[src/rtl/uart_fifo_pkg.sv]
package uart_fifo_pkg;

    localparam int DATA_W  = 8;
    localparam int FRAME_W = DATA_W + 3;
    localparam int IDX_W   = $clog2(FRAME_W + 1);

    // control/status bit positions
    localparam int SB_OVR  = 7;
    localparam int SB_PERR = 6;
    localparam int SB_THRE = 5;
    localparam int SB_REN  = 4;
    localparam int SB_TXX  = 3;
    localparam int SB_RXX  = 2;
    localparam int SB_TI   = 1;
    localparam int SB_RI   = 0;

    typedef struct packed {
        logic [DATA_W-1:0] data;
        logic              ninth;
        logic              perr;
    } rx_entry_t;

    typedef enum logic {
        RX_IDLE = 1'b0,
        RX_BUSY = 1'b1
    } rx_state_t;

    function automatic logic parity_bit(input logic [DATA_W-1:0] d, input logic odd);
        return odd ? ~(^d) : (^d);
    endfunction

endpackage

[src/rtl/uart_tx_path.sv]
module uart_tx_path
    import uart_fifo_pkg::*;
#(
    parameter int OVERSAMPLE = 16
) (
    input  logic              clk,
    input  logic              rst,
    input  logic              tick,
    input  logic              wr_en,
    input  logic [DATA_W-1:0] wr_byte,
    input  logic              ninth_en,
    input  logic              par_en,
    input  logic              par_odd,
    input  logic              soft_ninth,
    output logic              tx,
    output logic              thr_empty,
    output logic              busy,
    output logic              stop_start
);
    localparam int TW = (OVERSAMPLE > 1) ? $clog2(OVERSAMPLE) : 1;

    logic [DATA_W-1:0]  thr_q;
    logic               thr_full_q;
    logic [FRAME_W-1:0] shreg_q;
    logic [IDX_W-1:0]   bidx_q;
    logic [IDX_W-1:0]   nbits_q;
    logic [TW-1:0]      tcnt_q;
    logic               busy_q;
    logic               has9;
    logic               ninth_val;
    logic               bit_end;
    logic [IDX_W-1:0]   bidx_nx;

    assign has9      = ninth_en | par_en;
    assign ninth_val = par_en ? parity_bit(thr_q, par_odd) : soft_ninth;
    assign bit_end   = busy_q && tick && (tcnt_q == TW'(OVERSAMPLE - 1));
    assign bidx_nx   = bidx_q + IDX_W'(1);

    always_ff @(posedge clk) begin
        if (rst) begin
            thr_q      <= '0;
            thr_full_q <= 1'b0;
            shreg_q    <= '1;
            bidx_q     <= '0;
            nbits_q    <= '0;
            tcnt_q     <= '0;
            busy_q     <= 1'b0;
        end else begin
            if (wr_en && !thr_full_q) begin
                thr_q      <= wr_byte;
                thr_full_q <= 1'b1;
            end
            if (!busy_q && thr_full_q) begin
                busy_q     <= 1'b1;
                thr_full_q <= 1'b0;
                tcnt_q     <= '0;
                bidx_q     <= '0;
                if (has9) begin
                    shreg_q <= {1'b1, ninth_val, thr_q, 1'b0};
                    nbits_q <= IDX_W'(FRAME_W);
                end else begin
                    shreg_q <= {2'b11, thr_q, 1'b0};
                    nbits_q <= IDX_W'(FRAME_W - 1);
                end
            end else if (busy_q && tick) begin
                if (bit_end) begin
                    tcnt_q  <= '0;
                    shreg_q <= {1'b1, shreg_q[FRAME_W-1:1]};
                    bidx_q  <= bidx_nx;
                    if (bidx_nx == nbits_q) begin
                        busy_q <= 1'b0;
                    end
                end else begin
                    tcnt_q <= tcnt_q + TW'(1);
                end
            end
        end
    end

    assign stop_start = bit_end && (bidx_nx == (nbits_q - IDX_W'(1)));
    assign tx         = busy_q ? shreg_q[0] : 1'b1;
    assign thr_empty  = !thr_full_q;
    assign busy       = busy_q;

endmodule

[src/rtl/uart_rx_path.sv]
module uart_rx_path
    import uart_fifo_pkg::*;
#(
    parameter int OVERSAMPLE = 16
) (
    input  logic      clk,
    input  logic      rst,
    input  logic      tick,
    input  logic      rx_pin,
    input  logic      rx_en,
    input  logic      ninth_en,
    input  logic      par_en,
    input  logic      par_odd,
    output logic      done,
    output rx_entry_t entry
);
    localparam int TW   = (OVERSAMPLE > 1) ? $clog2(OVERSAMPLE) : 1;
    localparam int HALF = OVERSAMPLE / 2;

    logic [1:0]        sync_q;
    rx_state_t         state_q;
    logic [TW-1:0]     tcnt_q;
    logic [IDX_W-1:0]  bidx_q;
    logic [DATA_W-1:0] shreg_q;
    logic              ninth_q;
    logic              done_q;
    rx_entry_t         entry_q;
    logic              line;
    logic              has9;
    logic              sample;

    assign line   = sync_q[1];
    assign has9   = ninth_en | par_en;
    assign sample = (state_q == RX_BUSY) && tick && (tcnt_q == TW'(HALF - 1));

    always_ff @(posedge clk) begin
        if (rst) begin
            sync_q <= 2'b11;
        end else begin
            sync_q <= {sync_q[0], rx_pin};
        end
    end

    always_ff @(posedge clk) begin
        if (rst) begin
            state_q <= RX_IDLE;
            tcnt_q  <= '0;
            bidx_q  <= '0;
            shreg_q <= '0;
            ninth_q <= 1'b0;
            done_q  <= 1'b0;
            entry_q <= '0;
        end else begin
            done_q <= 1'b0;
            if (state_q == RX_IDLE) begin
                if (tick && rx_en && !line) begin
                    state_q <= RX_BUSY;
                    tcnt_q  <= '0;
                    bidx_q  <= '0;
                end
            end else begin
                if (tick) begin
                    tcnt_q <= (tcnt_q == TW'(OVERSAMPLE - 1)) ? '0 : tcnt_q + TW'(1);
                end
                if (sample) begin
                    if (bidx_q == '0) begin
                        if (line) begin
                            state_q <= RX_IDLE;
                        end else begin
                            bidx_q <= IDX_W'(1);
                        end
                    end else if (bidx_q <= IDX_W'(DATA_W)) begin
                        shreg_q <= {line, shreg_q[DATA_W-1:1]};
                        bidx_q  <= bidx_q + IDX_W'(1);
                    end else if (has9 && (bidx_q == IDX_W'(DATA_W + 1))) begin
                        ninth_q <= line;
                        bidx_q  <= bidx_q + IDX_W'(1);
                    end else begin
                        done_q        <= 1'b1;
                        entry_q.data  <= shreg_q;
                        entry_q.ninth <= has9 ? ninth_q : line;
                        entry_q.perr  <= par_en && (ninth_q != parity_bit(shreg_q, par_odd));
                        state_q       <= RX_IDLE;
                    end
                end
            end
        end
    end

    assign done  = done_q;
    assign entry = entry_q;

endmodule

[src/rtl/uart_rx_queue.sv]
module uart_rx_queue
    import uart_fifo_pkg::*;
#(
    parameter int DEPTH = 4,
    parameter int CNT_W = $clog2(DEPTH + 1)
) (
    input  logic             clk,
    input  logic             rst,
    input  logic             push,
    input  rx_entry_t        push_entry,
    input  logic             pop,
    output rx_entry_t        head,
    output logic [CNT_W-1:0] count,
    output logic             full,
    output logic             empty
);
    localparam int PW = (DEPTH > 1) ? $clog2(DEPTH) : 1;

    rx_entry_t        mem_q [DEPTH];
    logic [PW-1:0]    wptr_q;
    logic [PW-1:0]    rptr_q;
    logic [CNT_W-1:0] cnt_q;
    logic             do_push;
    logic             do_pop;

    function automatic logic [PW-1:0] ptr_next(input logic [PW-1:0] p);
        return (p == PW'(DEPTH - 1)) ? '0 : p + PW'(1);
    endfunction

    assign full    = (cnt_q == CNT_W'(DEPTH));
    assign empty   = (cnt_q == '0);
    assign do_push = push && !full;
    assign do_pop  = pop && !empty;

    always_ff @(posedge clk) begin
        if (rst) begin
            wptr_q <= '0;
            rptr_q <= '0;
            cnt_q  <= '0;
            for (int i = 0; i < DEPTH; i++) begin
                mem_q[i] <= '0;
            end
        end else begin
            if (do_push) begin
                mem_q[wptr_q] <= push_entry;
                wptr_q        <= ptr_next(wptr_q);
            end
            if (do_pop) begin
                rptr_q <= ptr_next(rptr_q);
            end
            case ({do_push, do_pop})
                2'b10:   cnt_q <= cnt_q + CNT_W'(1);
                2'b01:   cnt_q <= cnt_q - CNT_W'(1);
                default: cnt_q <= cnt_q;
            endcase
        end
    end

    assign head  = mem_q[rptr_q];
    assign count = cnt_q;

endmodule

[src/rtl/uart_fifo_port.sv]
module uart_fifo_port
    import uart_fifo_pkg::*;
#(
    parameter int OVERSAMPLE = 16,
    parameter int FIFO_DEPTH = 4,
    localparam int CNT_W     = $clog2(FIFO_DEPTH + 1)
) (
    input  logic              clk,
    input  logic              rst,
    input  logic              baud_tick,
    input  logic              cfg_ninth_en,
    input  logic              cfg_parity_en,
    input  logic              cfg_parity_odd,
    input  logic              wr_data_en,
    input  logic [DATA_W-1:0] wr_data,
    input  logic              rd_data_en,
    output logic [DATA_W-1:0] rd_data,
    input  logic              ctl_wr_en,
    input  logic [7:0]        ctl_wdata,
    output logic [7:0]        ctl_rdata,
    input  logic              rx_line,
    output logic              tx_line,
    output logic              tx_irq,
    output logic              rx_irq
);
    logic             ovr_q, perr_q, ren_q, txx_q, rxx_q, ti_q, ri_q;
    logic             thr_empty;
    logic             tx_busy;
    logic             stop_start;
    logic             rx_done;
    rx_entry_t        rx_entry;
    rx_entry_t        head;
    logic [CNT_W-1:0] fifo_count;
    logic             fifo_full;
    logic             fifo_empty;
    logic             pop;

    uart_tx_path #(.OVERSAMPLE(OVERSAMPLE)) u_tx (
        .clk        (clk),
        .rst        (rst),
        .tick       (baud_tick),
        .wr_en      (wr_data_en),
        .wr_byte    (wr_data),
        .ninth_en   (cfg_ninth_en),
        .par_en     (cfg_parity_en),
        .par_odd    (cfg_parity_odd),
        .soft_ninth (txx_q),
        .tx         (tx_line),
        .thr_empty  (thr_empty),
        .busy       (tx_busy),
        .stop_start (stop_start)
    );

    uart_rx_path #(.OVERSAMPLE(OVERSAMPLE)) u_rx (
        .clk      (clk),
        .rst      (rst),
        .tick     (baud_tick),
        .rx_pin   (rx_line),
        .rx_en    (ren_q),
        .ninth_en (cfg_ninth_en),
        .par_en   (cfg_parity_en),
        .par_odd  (cfg_parity_odd),
        .done     (rx_done),
        .entry    (rx_entry)
    );

    assign pop = rd_data_en && !fifo_empty;

    uart_rx_queue #(.DEPTH(FIFO_DEPTH), .CNT_W(CNT_W)) u_queue (
        .clk        (clk),
        .rst        (rst),
        .push       (rx_done),
        .push_entry (rx_entry),
        .pop        (pop),
        .head       (head),
        .count      (fifo_count),
        .full       (fifo_full),
        .empty      (fifo_empty)
    );

    // flag clear requests: a written 0 clears, a written 1 keeps
    logic clr_ovr, clr_perr, clr_ti, clr_ri;
    assign clr_ovr  = ctl_wr_en && !ctl_wdata[SB_OVR];
    assign clr_perr = ctl_wr_en && !ctl_wdata[SB_PERR];
    assign clr_ti   = ctl_wr_en && !ctl_wdata[SB_TI];
    assign clr_ri   = ctl_wr_en && !ctl_wdata[SB_RI];

    always_ff @(posedge clk) begin
        if (rst) begin
            ovr_q  <= 1'b0;
            perr_q <= 1'b0;
            ren_q  <= 1'b0;
            txx_q  <= 1'b0;
            rxx_q  <= 1'b0;
            ti_q   <= 1'b0;
            ri_q   <= 1'b0;
        end else begin
            if (rx_done && fifo_full) begin
                ovr_q <= 1'b1;
            end else if (clr_ovr) begin
                ovr_q <= 1'b0;
            end

            if (!fifo_empty && cfg_parity_en && head.perr) begin
                perr_q <= 1'b1;
            end else if (clr_perr) begin
                perr_q <= 1'b0;
            end

            if (stop_start) begin
                ti_q <= 1'b1;
            end else if (clr_ti) begin
                ti_q <= 1'b0;
            end

            if (rx_done) begin
                ri_q <= 1'b1;
            end else if (clr_ri && fifo_empty) begin
                ri_q <= 1'b0;
            end

            if (!fifo_empty) begin
                rxx_q <= head.ninth;
            end

            if (ctl_wr_en) begin
                ren_q <= ctl_wdata[SB_REN];
                txx_q <= ctl_wdata[SB_TXX];
            end
        end
    end

    always_comb begin
        ctl_rdata          = '0;
        ctl_rdata[SB_OVR]  = ovr_q;
        ctl_rdata[SB_PERR] = perr_q;
        ctl_rdata[SB_THRE] = thr_empty;
        ctl_rdata[SB_REN]  = ren_q;
        ctl_rdata[SB_TXX]  = txx_q;
        ctl_rdata[SB_RXX]  = rxx_q;
        ctl_rdata[SB_TI]   = ti_q;
        ctl_rdata[SB_RI]   = ri_q;
    end

    assign rd_data = fifo_empty ? '0 : head.data;
    assign tx_irq  = ti_q;
    assign rx_irq  = ri_q;

endmodule

[config.mk]
export PLATFORM = sky130hd
export DESIGN_NAME = uart_fifo_port
export DESIGN_NICKNAME = d
export VERILOG_FILES = /design/src/rtl/uart_fifo_pkg.sv /design/src/rtl/uart_tx_path.sv /design/src/rtl/uart_rx_path.sv /design/src/rtl/uart_rx_queue.sv /design/src/rtl/uart_fifo_port.sv
export SDC_FILE = /design/constraint.sdc
export NUM_CORES = 1
export LEC_CHECK = 0
export ABC_AREA = 1
export BUFFER_PORTS_ARGS = -buffer_cell sky130_fd_sc_hd__clkbuf_2
export CAP_MARGIN = 30
export CORE_ASPECT_RATIO = 1.2
export CORE_MARGIN = 2
export CORE_UTILIZATION = 46
export DETAILED_ROUTE_END_ITERATION = 10
export PLACE_DENSITY = 0.65
export SKIP_CTS_REPAIR_TIMING = 1
export SYNTH_ARGS = -nofsm -noshare
export SYNTH_HDL_FRONTEND = slang
export SYNTH_SLANG_ARGS = --single-unit
[constraint.sdc]
create_clock -name clk -period 1.9 [get_ports clk]
set_clock_uncertainty 0.1 [all_clocks]
set_input_delay 0 -clock clk [delete_from_list [all_inputs] [get_ports clk]]
set_output_delay 0 -clock clk [all_outputs]
set_load 0.02 [all_outputs]
== Word-level counts from Yosys, hierarchy flattened ==
Memories as Yosys holds them, arrays and structs flattened. A register that Yosys moved wholly into a read port is not among the register bits.
Index checks and enable logic that the tools add are counted.
Widths: inputs -> output; s select.

* Bitwise gates (word level): 8
* Order comparisons: 1
* Reductions and logical operators: 55
* Mux-type cells: 55
* Add/sub/neg operators: 9
* Eq/ne operators: 16

{| class="wikitable"
|+ Operators by type and width
! cell !! count
|-
| $mux 4 || 11
|-
| $mux 11 || 3
|-
| $mux 1 || 32
|-
| $logic_and 1x1->1 || 22
|-
| $mux 10 || 2
|-
| $reduce_bool 2->1 || 9
|-
| $add 4x1->4 const B || 4
|-
| $reduce_xor 8->1 || 2
|-
| $eq 4x4->1 const B || 3
|-
| $mux 2 || 5
|-
| $reduce_and 5->1 || 2
|-
| $reduce_or 10->1 || 1
|-
| $logic_not 1->1 || 9
|-
| $eq 4x4->1 || 2
|-
| $mux 8 || 1
|-
| $reduce_and 4->1 || 2
|-
| $not 1->1 || 7
|-
| $eq 2x2->1 const B || 3
|-
| $pmux 3 s2 || 1
|-
| $reduce_and 2->1 || 3
|-
| $reduce_or 5->1 || 1
|-
| $add 2x1->2 const B || 2
|-
| $eq 4x3->1 const B || 1
|-
| $le 4x4->1 const B || 1
|-
| 14 further kinds || 15
|}

* Memory bits (writable): 40
* Bits of input ports: 26
* Flip-flop bits (word level): 78
* Word-level logic and storage cells: 172
* Output and inout bits: 19
* Memories: 1

{| class="wikitable"
|+ Memory list
! name !! depth !! width !! read ports !! clocked after memory_dff !! write ports !! line !! RTL
|-
| u_queue.mem_q || 4 || 10 || 1 || 1 || 4 || uart_rx_queue.sv:19 || <nowiki>rx_entry_t mem_q [DEPTH];</nowiki>
|}

== Depth between registers and ports, before layout ==
Gate-level depths: netlist (run 1).

* Depth in word-level cells: 8
* Mapped depth: 11
* Mapped depth without buffers: 11

== Cells and area by module ==
From an unflattened synthesis (run 1), not the netlist that was laid out.

* Cells, all modules: 682
* Area total of the unflattened synthesis: 5,829.3 µm²

{| class="wikitable"
|+ By module, submodules not included
! module !! area each (µm²) !! sequential area each (µm²) !! cells each !! times used
|-
| uart_rx_queue || 2,387.3 || 1,381.3 || 216 || 1
|-
| uart_rx_path || 1,547.7 || 620.6 || 207 || 1
|-
| uart_tx_path || 1,500.2 || 600.6 || 200 || 1
|-
| uart_fifo_port || 394.1 || 140.1 || 59 || 1
|}

== Worst setup path after synthesis (run 1) ==
Ideal clock, no wire load.

* Path kind: flip-flop to flip-flop
* Start point: register u_queue.cnt_q[0], in the netlist u_queue.count[0]
* End point: memory u_queue.mem_q[3][0] (netlist bit) (enable)
* Data required time: 1.410 ns
* Path slack: -0.104 ns
* Cell stages (with the launch flop): 6
* Buffers on the path: 0
* Clock period less this slack: 2.004 ns
* Arrival time: 1.514 ns
* Library setup time: 0.390 ns
* Cells stage by stage: dfxtp_1 nor2_1 a21oi_2 nand2_1 nor2_1 nor3_1

{| class="wikitable"
|+ RTL lines
! element !! line !! RTL
|-
| from (decl) || uart_rx_queue.sv:22 || <nowiki>logic [CNT_W-1:0] cnt_q;</nowiki>
|-
| from (signal assigned) || uart_rx_queue.sv:52 || <nowiki>2'b10: cnt_q <= cnt_q + CNT_W'(1);</nowiki>
|-
| from (signal assigned) || uart_rx_queue.sv:53 || <nowiki>2'b01: cnt_q <= cnt_q - CNT_W'(1);</nowiki>
|-
| from (signal assigned) || uart_rx_queue.sv:54 || <nowiki>default: cnt_q <= cnt_q;</nowiki>
|-
| to (decl) || uart_rx_queue.sv:19 ||
|}

== Final worst setup path (run 1) ==
* Start point: register u_queue.cnt_q[2], in the netlist u_queue.count[2]
* End point: register u_queue.cnt_q[2], in the netlist u_queue.count[2]

* Longest elaborated chain between the ends: 6
* Elaborated cells on any way between the ends: 13
* Classes of those cells: add/sub: 2; eq/ne: 3; mux: 1; reduce/logical: 7

{| class="wikitable"
|+ Ends and longest elaborated chain
! element !! line !! RTL
|-
| $logic_not 3->1 (*) || uart_rx_queue.sv:31 || <nowiki>assign empty = (cnt_q == '0);</nowiki>
|-
| $logic_not 1->1 (*) || uart_rx_queue.sv:33, uart_fifo_port.sv:67 ||
|-
| $logic_and 1x1->1 || uart_fifo_port.sv:67 || <nowiki>assign pop = rd_data_en && !fifo_empty;</nowiki>
|-
| $logic_and 1x1->1 (*) || uart_rx_queue.sv:33 || <nowiki>assign do_pop = pop && !empty;</nowiki>
|-
| net u_queue.do_pop || uart_rx_queue.sv:24 || <nowiki>logic do_pop;</nowiki>
|-
| $eq 2x1->1 / $eq 2x2->1 (equally long branches) || uart_rx_queue.sv:51 || <nowiki>case ({do_push, do_pop})</nowiki>
|-
| $pmux 3 s2 / $reduce_bool 2->1 (equally long branches) || n/a ||
|}

The timed path passes the listed nets; every way through them passes the cells marked *.
A chain may end at the register's enable or synchronous reset.

==> impl_metrics.toml, run 1 <==
[logic_synthesis]
yosysTopAreaCell = "dfxtp_1"
synth_cells = 656
synth-simple-area-share_pct = 21.0
yosys-top-cells-count = "117 x nor2_1, 97 x nand2_1, 77 x dfxtp_1, 69 x o21ai_0, 61 x inv_1"
ys_async_sr_fraction_pct = 0
synth_compound_area_share_pct = 14.4
synthAdderAreaFrac_pct = 2.92
seq_area_frac_synth_pct = 50.9
synth_edf_count = 40
synth_ff_type = "dfxtp_1"
yosys_register_bits = 117
post-synth-top-count-cell = "nor2_1"
synth_area_leaders = "dfxtp_1 29%, edfxtp_1 22%, nor2_1 8.1%"
netlist_area_um2 = 5390
yosys_warnings = 0
synth_cell_types = 37
synth_top_area_share_pct = 28.6
synth_nets = 694
synth_top_family_by_area = "simple AND/OR/NAND/NOR gates"
avgSynthCellArea_um2 = 8.22
synth_mux_area_share_pct = 0
synth_xor_area_share_pct = 2.76

[routing]
ant_nets = 0
remaining_drc_errors = 0
dr.first_iter.drc_count = 173
dr.pass1.iters = 4
routed_via_density = 5.05
wire_per_inst_um = 13.4
routed-via-count = 4562
totalWireLength_um = 12100

[critical_path]
critPathBufInv = 3
cp_slowest_cell = "fa_1"
crit_type = "reg2reg"
cp_max_fo = 3
start_kind = "flop"
cp-end-kind = "flop"
crit_chain = "inv_1 > nand2_1 > nand2_1 > inv_1 > ha_2 > inv_2 > fa_1 > a21oi_1 > o21ai_1 > o21ai_1 > a21oi_1"
arrival_ps = 2050
cp.required_ps = 2100
path_delay_family = "adder cells"
cpPeakStageDelay_ps = 370

[outcome]
failed_checks = "hold timing"
status = "finished, violations left"

[power]
clkPwrFrac_pct = 50.3
combPwrFrac_pct = 5.9
vdd_drop_max_mv = 0.724
p_seq_share_pct = 43.7
sw_frac_of_total_pct = 21.7
total_power_w = 0.00620
p_per_area_nw_per_um2 = 927
power_switching_w = 0.00135
p_int_w = 0.00486
p_leak_nw = 2.67

[clocking]
tritoncts = "built"
cts_root_buf = "clkbuf_16"
cts_buffers = 17
cts.clk_slew.worst_paths_ps = 50
cts.sinks = 117
ctsHtreeMaxLevel = 4
clock_latency_ps = 410
clockBufferDepth = 2

[sta]
rsz0062_at_grt = "yes"
slew_headroom_pct = 67.6
hold_ws_ps = -42.0
fmax_mhz = 539
finalSetupViolCount = 0
period_share_pct = 97.6
hold_violations = 3
slew_violations = 0
period_minus_slack_ps = 1850
worst_pin_slew_ps = 487

[place]
place.gp.congestion = 0.837
dp.cells = 844
io_buffers = 42
dp_hpwl_um = 8380

[grt]
antenna_found_initial = 0
grt_pass1_wl_um = 19600
globalRouteTotalUtil_pct = 20.2
overflow = 0
grt_pass1_vias = 4366
grt_max_degree = 51

[finish]
n_antenna_cell = 0
multi_input_area_um2 = 2260
drive_above_1_share_pct = 16.0
stdcell_count = 903
fin_nets = 771
syn2layout_area_growth_pct = 24.2
nFillCells = 1042
seq_area_um2 = 2750
final_util_pct = 58.1

[flow_run]
maxCapViolCount = 0

[min_path]
holdCritPathClass = "in2reg"

[floorplan]
ios = 45
std_cell_rows = 43
die_width_um = 103
core_um2 = 11500
initial_utilization_pct = 46.8
die_area_um2 = 12600
die_h_um = 123
==> worst paths after layout <==
kind	from	slack, ps	endpoint	depth (start not counted)
worst min-delay path	ctl_wr_en	-40	perr_q	4
worst max register to register	u_queue.count[2]	50	u_queue.count[2]	11
worst max-delay path	u_queue.count[2]	50	u_queue.count[2]	11
worst min register to register	u_rx.sync_q[0]	330	u_rx.sync_q[1]	1
==> placed cells by master (no fill, tap or decap), types with 3 or more instances in the layout <==
| cell type | Yosys | layout |
|---|---|---|
| a21oi_1 | 57 | 57 |
| a31oi_1 | 5 | 5 |
| a41oi_1 | 4 | 4 |
| buf_4 | 9 | 17 |
| clkbuf_1 | 11 | 5 |
| clkbuf_16 | 0 | 18 |
| clkbuf_2 | 0 | 42 |
| clkinvlp_4 | 0 | 7 |
| dfxtp_1 | 77 | 73 |
| dfxtp_2 | 0 | 4 |
| dlygate4sd3_1 | 0 | 26 |
| edfxtp_1 | 40 | 40 |
| ha_1 | 11 | 10 |
| inv_1 | 61 | 59 |
| nand2_1 | 97 | 96 |
| nand2_2 | 3 | 4 |
| nand3_1 | 29 | 29 |
| nand4_1 | 8 | 8 |
| nor2_1 | 117 | 114 |
| nor2_2 | 1 | 4 |
| nor3_1 | 5 | 3 |
| o21ai_0 | 69 | 67 |
| o21ai_1 | 1 | 3 |
| o31ai_1 | 3 | 3 |
| or2_2 | 3 | 3 |
| xnor2_1 | 11 | 11 |
| xor2_1 | 6 | 6 |
==> power by group through the flow <==
stage	combinational (W)	sequential [W]	clock [W]
2_1_floorplan	0.000235	0.00275	0
3_3_place_gp	0.000317	0.00276	0
3_5_place_dp	0.000326	0.00276	0
4_1_cts	0.000328	0.00271	0.00315
5_1_grt	0.000419	0.00272	0.00329
6_report	0.000368	0.00271	0.00312
==> per-layer routing <==
metal  track usage [%]  wire (um)  vias up
li1                  -          -     2326
met4              6.58        134        0
met1              23.6       5200     2157
met3              5.18        340       13
met5                 0          0        -
met2              35.8       6380       66
==> cell type report <==
cell class	instances	area share (%)
Clock inverter	8	1.50
Tap cell	157	2.93
Inverter	65	3.76
Sequential cell	117	41.0
Clock buffer	24	7.21
Multi-Input combinational cell	443	33.7
Timing Repair Buffer	88	9.70
Timing Repair inverter	1	0.112
==> worst register-to-register path, cell delays in order (launching register included) <==
cell and delay [ps]:
dfxtp_2 350, inv_1 70, nand2_1 80, nand2_1 60
inv_1 70, ha_2 180, inv_2 40, fa_1 370
a21oi_1 140, o21ai_1 100, o21ai_1 130, a21oi_1 60
==> kinds of logic after synthesis <==
| kind of cell | count (synthesis) |
|---|---|
| and+or+nand+nor | 269 |
| adders and majority gates | 12 |
| DFF | 117 |
| AOI/OAI and AO/OA | 145 |
| xor gates and xnor gates | 17 |
| buffers and inverters | 96 |
==> sequential cells by signal (all words and copies together) (netlist names), 4 cells and up, named ones only <==
signal	count
u_queue.mem_q	40
u_rx.bidx_q	4
u_rx.entry	10
u_rx.shreg_q	8
u_rx.tcnt_q	4
u_tx.bidx_q	4
u_tx.shreg_q	10
u_tx.tcnt_q	4
u_tx.thr_q	8
==> through the flow <==
stage | setup TNS, ps | setup slack (ps) | instance area, um^2
6_report | 0 | 46.0 | 6690
5_1_grt | -153 | -82.8 | 6690
4_1_cts | -60.6 | -60.6 | 6370
3_5_place_dp | -54.7 | -54.7 | 5790
3_3_place_gp | 0 | 46.2 | 5790
2_1_floorplan | 0 | 18.3 | 5400
Note: power is estimated with default switching activity, not from simulation.
==> run 2: changes to the inputs <==
--- a/config.mk
+++ b/config.mk
@@ -12,6 +12,7 @@
 export CORE_MARGIN = 2
 export CORE_UTILIZATION = 46
 export DETAILED_ROUTE_END_ITERATION = 10
+export HOLD_SLACK_MARGIN = 0.1
 export PLACE_DENSITY = 0.65
 export SKIP_CTS_REPAIR_TIMING = 1
 export SYNTH_ARGS = -nofsm -noshare
==> run 2 against run 1 <==
- the run now ends clean
- first-iteration DRC count grew 20%
- register-to-register slack barely moved
- sequential share of layout area down 0.24 points
- design area is 0.60% higher
- count of clock-buffer cells in the layout did not move
- critical path type unchanged
==> impl_metrics.toml, run 2 (same netlist as run 1, synthesis figures left out) <==
[outcome]
status = "finished, final reports clean"

[floorplan]
die_width_um = 103
die_h_um = 123
initial_utilization_pct = 46.8
std_cell_rows = 43
die_area_um2 = 12600
ios = 45
core_um2 = 11500

[sta]
fin_tns_setup_ps = 0
period_share_pct = 97.5
setup_slack_ps = 48.0
slew_headroom_pct = 67.3
hold_ws_ps = 72.2
slew_violations = 0
hold_violations = 0
fmax_mhz = 540
worst_pin_slew_ps = 491
rsz0062_at_grt = "yes"
period_minus_slack_ps = 1850
finalSetupViolCount = 0

[finish]
regMostFlops = "u_queue.mem_q"
n_antenna_cell = 0
largest_reg_flops = 40
final_common_cell = "nor2_1"
drive_above_1_share_pct = 15.9
multi_input_area_um2 = 2260
syn2layout_area_growth_pct = 24.9
seq_area_um2 = 2750
nFillCells = 1035
finish.instance_area_um2 = 6730
final_cell_mix = "114 x nor2_1, 96 x nand2_1, 73 x dfxtp_1, 67 x o21ai_0, 59 x inv_1"
fin_nets = 775

[critical_path]
arrival_ps = 2050
startpoint = "u_queue.count[2]"
cpPeakStageDelay_ps = 370
crit_chain = "inv_1 > nand2_1 > nand2_1 > inv_1 > ha_2 > inv_2 > fa_1 > a21oi_1 > o21ai_1 > o21ai_1 > a21oi_1"
cp-end-kind = "flop"
cp.required_ps = 2100
cp_slowest_cell = "fa_1"
crit_type = "reg2reg"
start_kind = "flop"
cp_max_fo = 3
critPathBufInv = 3
path_delay_family = "adder cells"
r2r_start = "u_queue.count[2]"

[flow_run]
maxCapViolCount = 0

[routing]
totalWireLength_um = 12100
ant_nets = 0
wire_per_inst_um = 13.3
remaining_drc_errors = 0
dr.first_iter.drc_count = 208
routed_via_density = 5.00
routed-via-count = 4536
dr.pass1.iters = 4

[clocking]
tritoncts = "built"
cts.sinks = 117
cts_buffers = 17
clockBufferDepth = 2
cts_root_buf = "clkbuf_16"
cts.clk_slew.worst_paths_ps = 50
clock_latency_ps = 410
ctsHtreeMaxLevel = 4

[place]
dp_slack_ps = -54.7
placed_area_um2 = 5790
io_buffers = 42
dp_hpwl_um = 8380
place.gp.congestion = 0.837

[grt]
globalRouteTotalUtil_pct = 20.2
grt_pass1_vias = 4366
grt_pass1_wl_um = 19600
antenna_found_initial = 0
overflow = 0
grt_max_degree = 51

[power]
p_leak_nw = 2.67
p_per_area_nw_per_um2 = 922
vdd_drop_max_mv = 0.733

[min_path]
holdCritPathClass = "in2reg"
hp-start = "cfg_parity_odd"
-- run 2: cell types whose count changed in the layout (fill, tap and decap cells not counted) --
cell	delta
dlygate4sd3_1	+4
-- run 2: area by class of cell --
type	count	area share (%)
clock buffers	24	7.17
clock inverters	8	1.49
inverters	65	3.73
multi-input cells	443	33.5
flip-flops and latches	117	40.8
well taps	157	2.92
repair buffers	92	10.2
repair inverters	1	0.111
-- run 2: path summary, 6_finish.rpt --
check / endpoint / slack, ps / cells past startpoint
max: u_queue.count[2] / 50 / 11
min: u_rx.entry[0] / 70 / 7
max reg2reg: u_queue.count[2] / 50 / 11
min reg2reg: u_rx.sync_q[1] / 320 / 1
-- run 2: routing by layer --
layer,vias up,track usage (%),wire length [um]
met2,66,35.8,6340
met5,-,0,0
met4,0,6.58,148
li1,2331,-,-
met3,13,5.18,378
met1,2126,23.6,5240
-- run 2: through the flow --
step	utilization (%)	cells	total power, W
5_1_grt	58.5	907	0.00643
3_3_place_gp	50.3	844	0.00308
2_1_floorplan	-	656	0.00299
3_5_place_dp	50.3	844	0.00309
6_report	58.5	907	0.00621
4_1_cts	55.3	876	0.00619
-- run 2: tightest hold or removal path, stage by stage --
cell and delay (ps):
clkbuf_2 140, nand2_1 100, nand3_1 60, nand2_1 60, nand2_1 40, nand3_1 70, a21oi_1 60
-- run 2: report_power, final --
group	internal (W)	total, W	switching [W]	leakage, nW
sequential	0.00267	0.00271	0.0000420	1.01
clock	0.00204	0.00312	0.00109	0.272
combinational	0.000154	0.000371	0.000217	1.39
total	0.00486	0.00621	0.00135	2.67
==> run 3: changes to the inputs <==
--- a/config.mk
+++ b/config.mk
@@ -6,14 +6,14 @@
 export NUM_CORES = 1
 export LEC_CHECK = 0
 export ABC_AREA = 1
-export BUFFER_PORTS_ARGS = -buffer_cell sky130_fd_sc_hd__clkbuf_2
 export CAP_MARGIN = 30
 export CORE_ASPECT_RATIO = 1.2
 export CORE_MARGIN = 2
 export CORE_UTILIZATION = 46
 export DETAILED_ROUTE_END_ITERATION = 10
+export DONT_BUFFER_PORTS = 1
 export HOLD_SLACK_MARGIN = 0.1
-export PLACE_DENSITY = 0.65
+export PLACE_DENSITY = 0.62
 export SKIP_CTS_REPAIR_TIMING = 1
 export SYNTH_ARGS = -nofsm -noshare
 export SYNTH_HDL_FRONTEND = slang
==> run 3 against run 2 <==
- the flow now finishes with violations (setup timing)
- count of clock-buffer cells in the layout fell by 1
- final cell count decreased by 5.3%
- fmax shrank 3.1%
- design area fell by 4.1%
- die area stayed put
- worst hold slack improved by 46 ps
- non-clock buffer count down 47
==> impl_metrics.toml, run 3 (same netlist as run 1, synthesis figures left out) <==
[routing]
routed-via-count = 4422
totalWireLength_um = 12000
routed_via_density = 5.15
dr.first_iter.drc_count = 149
remaining_drc_errors = 0
dr.pass1.iters = 4
ant_nets = 0
wire_per_inst_um = 13.9

[floorplan]
initial_utilization_pct = 46.8
die_h_um = 123
std_cell_rows = 43
ios = 45
die_area_um2 = 12600
core_um2 = 11500
die_width_um = 103

[grt]
grt_pass1_wl_um = 19000
overflow = 0
grt_max_degree = 51
antenna_found_initial = 1
globalRouteTotalUtil_pct = 19.7
grt_pass1_vias = 4236

[place]
place.gp.congestion = 0.818
dp_hpwl_um = 8430
io_buffers = 0
dp.cells = 800

[finish]
drive_above_1_share_pct = 10.1
stdcell_count = 859
nFillCells = 1085
largest_reg_flops = 40
final_util_pct = 56.1
fin_nets = 727
final_common_cell = "nor2_1"
regMostFlops = "u_queue.mem_q"
syn2layout_area_growth_pct = 19.8
final_cell_mix = "116 x nor2_1, 95 x nand2_1, 77 x dfxtp_1, 68 x o21ai_0, 60 x inv_1"

[critical_path]
start_kind = "flop"
r2r_setup_slack_ps = 50
r2r_cells = 10
worstSetupEndpoint = "rd_data[4]"
r2r_start = "u_queue.count[0]"
r2r-end = "u_queue.count[2]"
crit_chain = "nor2_2 > nand2_1 > buf_4 > clkinv_1 > a21oi_1"
arrival_ps = 1810
cpPeakStageDelay_ps = 500
crit_cells = 5
cp_max_fo = 9
path_delay_family = "compound AO/OA/AOI/OAI gates"
cp_slowest_cell = "a21oi_1"
crit_type = "reg2out"
cp-end-kind = "primary output"
cp.required_ps = 1800
critPathBufInv = 2
startpoint = "u_queue.count[0]"

[clocking]
cts.clk_slew.worst_paths_ps = 50
clock_latency_ps = 410
tritoncts = "built"
cts.sinks = 117
cts_root_buf = "clkbuf_16"
ctsHtreeMaxLevel = 4
clockBufferDepth = 2
cts_buffers = 17

[sta]
period_minus_slack_ps = 1910
rsz0062_at_grt = "yes"
fin_tns_setup_ps = -17.2
period_share_pct = 101
finalSetupViolCount = 3
worst_pin_slew_ps = 755
slew_headroom_pct = 49.5
fmax_mhz = 523
hold_violations = 0
setup_slack_ps = -11.9
slew_violations = 0

[outcome]
failed_checks = "setup timing"
status = "finished, violations left"

[flow_run]
maxCapViolCount = 0

[min_path]
holdCritPathClass = "in2reg"

[power]
p_int_w = 0.00486
combPwrFrac_pct = 5.4
p_leak_nw = 2.49
vdd_drop_max_mv = 0.672
sw_frac_of_total_pct = 21.5
total_power_w = 0.00619
p_per_area_nw_per_um2 = 959
clkPwrFrac_pct = 50.8
p_seq_share_pct = 43.9
power_switching_w = 0.00133
-- run 3: cell type report --
cell class	count	area (um^2)	area share, %
inverters	65	248	3.84
well taps	157	196	3.04
repair buffers	45	418	6.47
clock buffers	23	489	7.58
flip-flops and latches	117	2740	42.5
clock inverters	8	100	1.55
multi-input cells	443	2260	35.0
diodes	1	2.50	0.0388
-- run 3: power groups by stage --
stage / clock network (W) / registers, W / logic [W]
global route: 0.00328 / 0.00273 / 0.000379
finish: 0.00314 / 0.00272 / 0.000332
detailed placement: 0 / 0.00277 / 0.000279
CTS: 0.00319 / 0.00272 / 0.000280
global placement: 0 / 0.00277 / 0.000268
floorplan: 0 / 0.00275 / 0.000235
-- run 3: metal layers --
metal / global-route usage [%] / wire, um
met1: 21.3 / 4750
met3: 6.49 / 487
met5: 0 / 0
met2: 36.0 / 6550
met4: 6.33 / 163
-- run 3: worst min-delay path by stage --
stage,start,end,cells after the start
final,rst,ovr_q,2
after global routing,rst,ovr_q,2
after CTS,rst,u_tx.busy,1
after detailed placement,rst,ovr_q,1
after global placement,rst,u_tx.nbits_q[1],1
after floorplan,rx_line,u_rx.sync_q[0],1
-- run 3: through the flow --
stage	hold WS (ps)	area (um^2)	worst slack [ps]
after CTS	-469	6140	-28.2
after floorplan	3.81	5400	18.3
after global placement	-27.5	5550	11.2
final	119	6460	-11.9
after global routing	107	6460	-140
after detailed placement	-24.8	5550	-35.7
-- run 3: worst register-to-register path, delay by kind of cell (launching register included) --
| family | cells | cell delay [ps] |
|---|---|---|
| fa+ha+maj | 2 | 510 |
| flops | 1 | 310 |
| compound gates | 5 | 540 |
| simple gates | 1 | 160 |
| buf+inv | 2 | 120 |
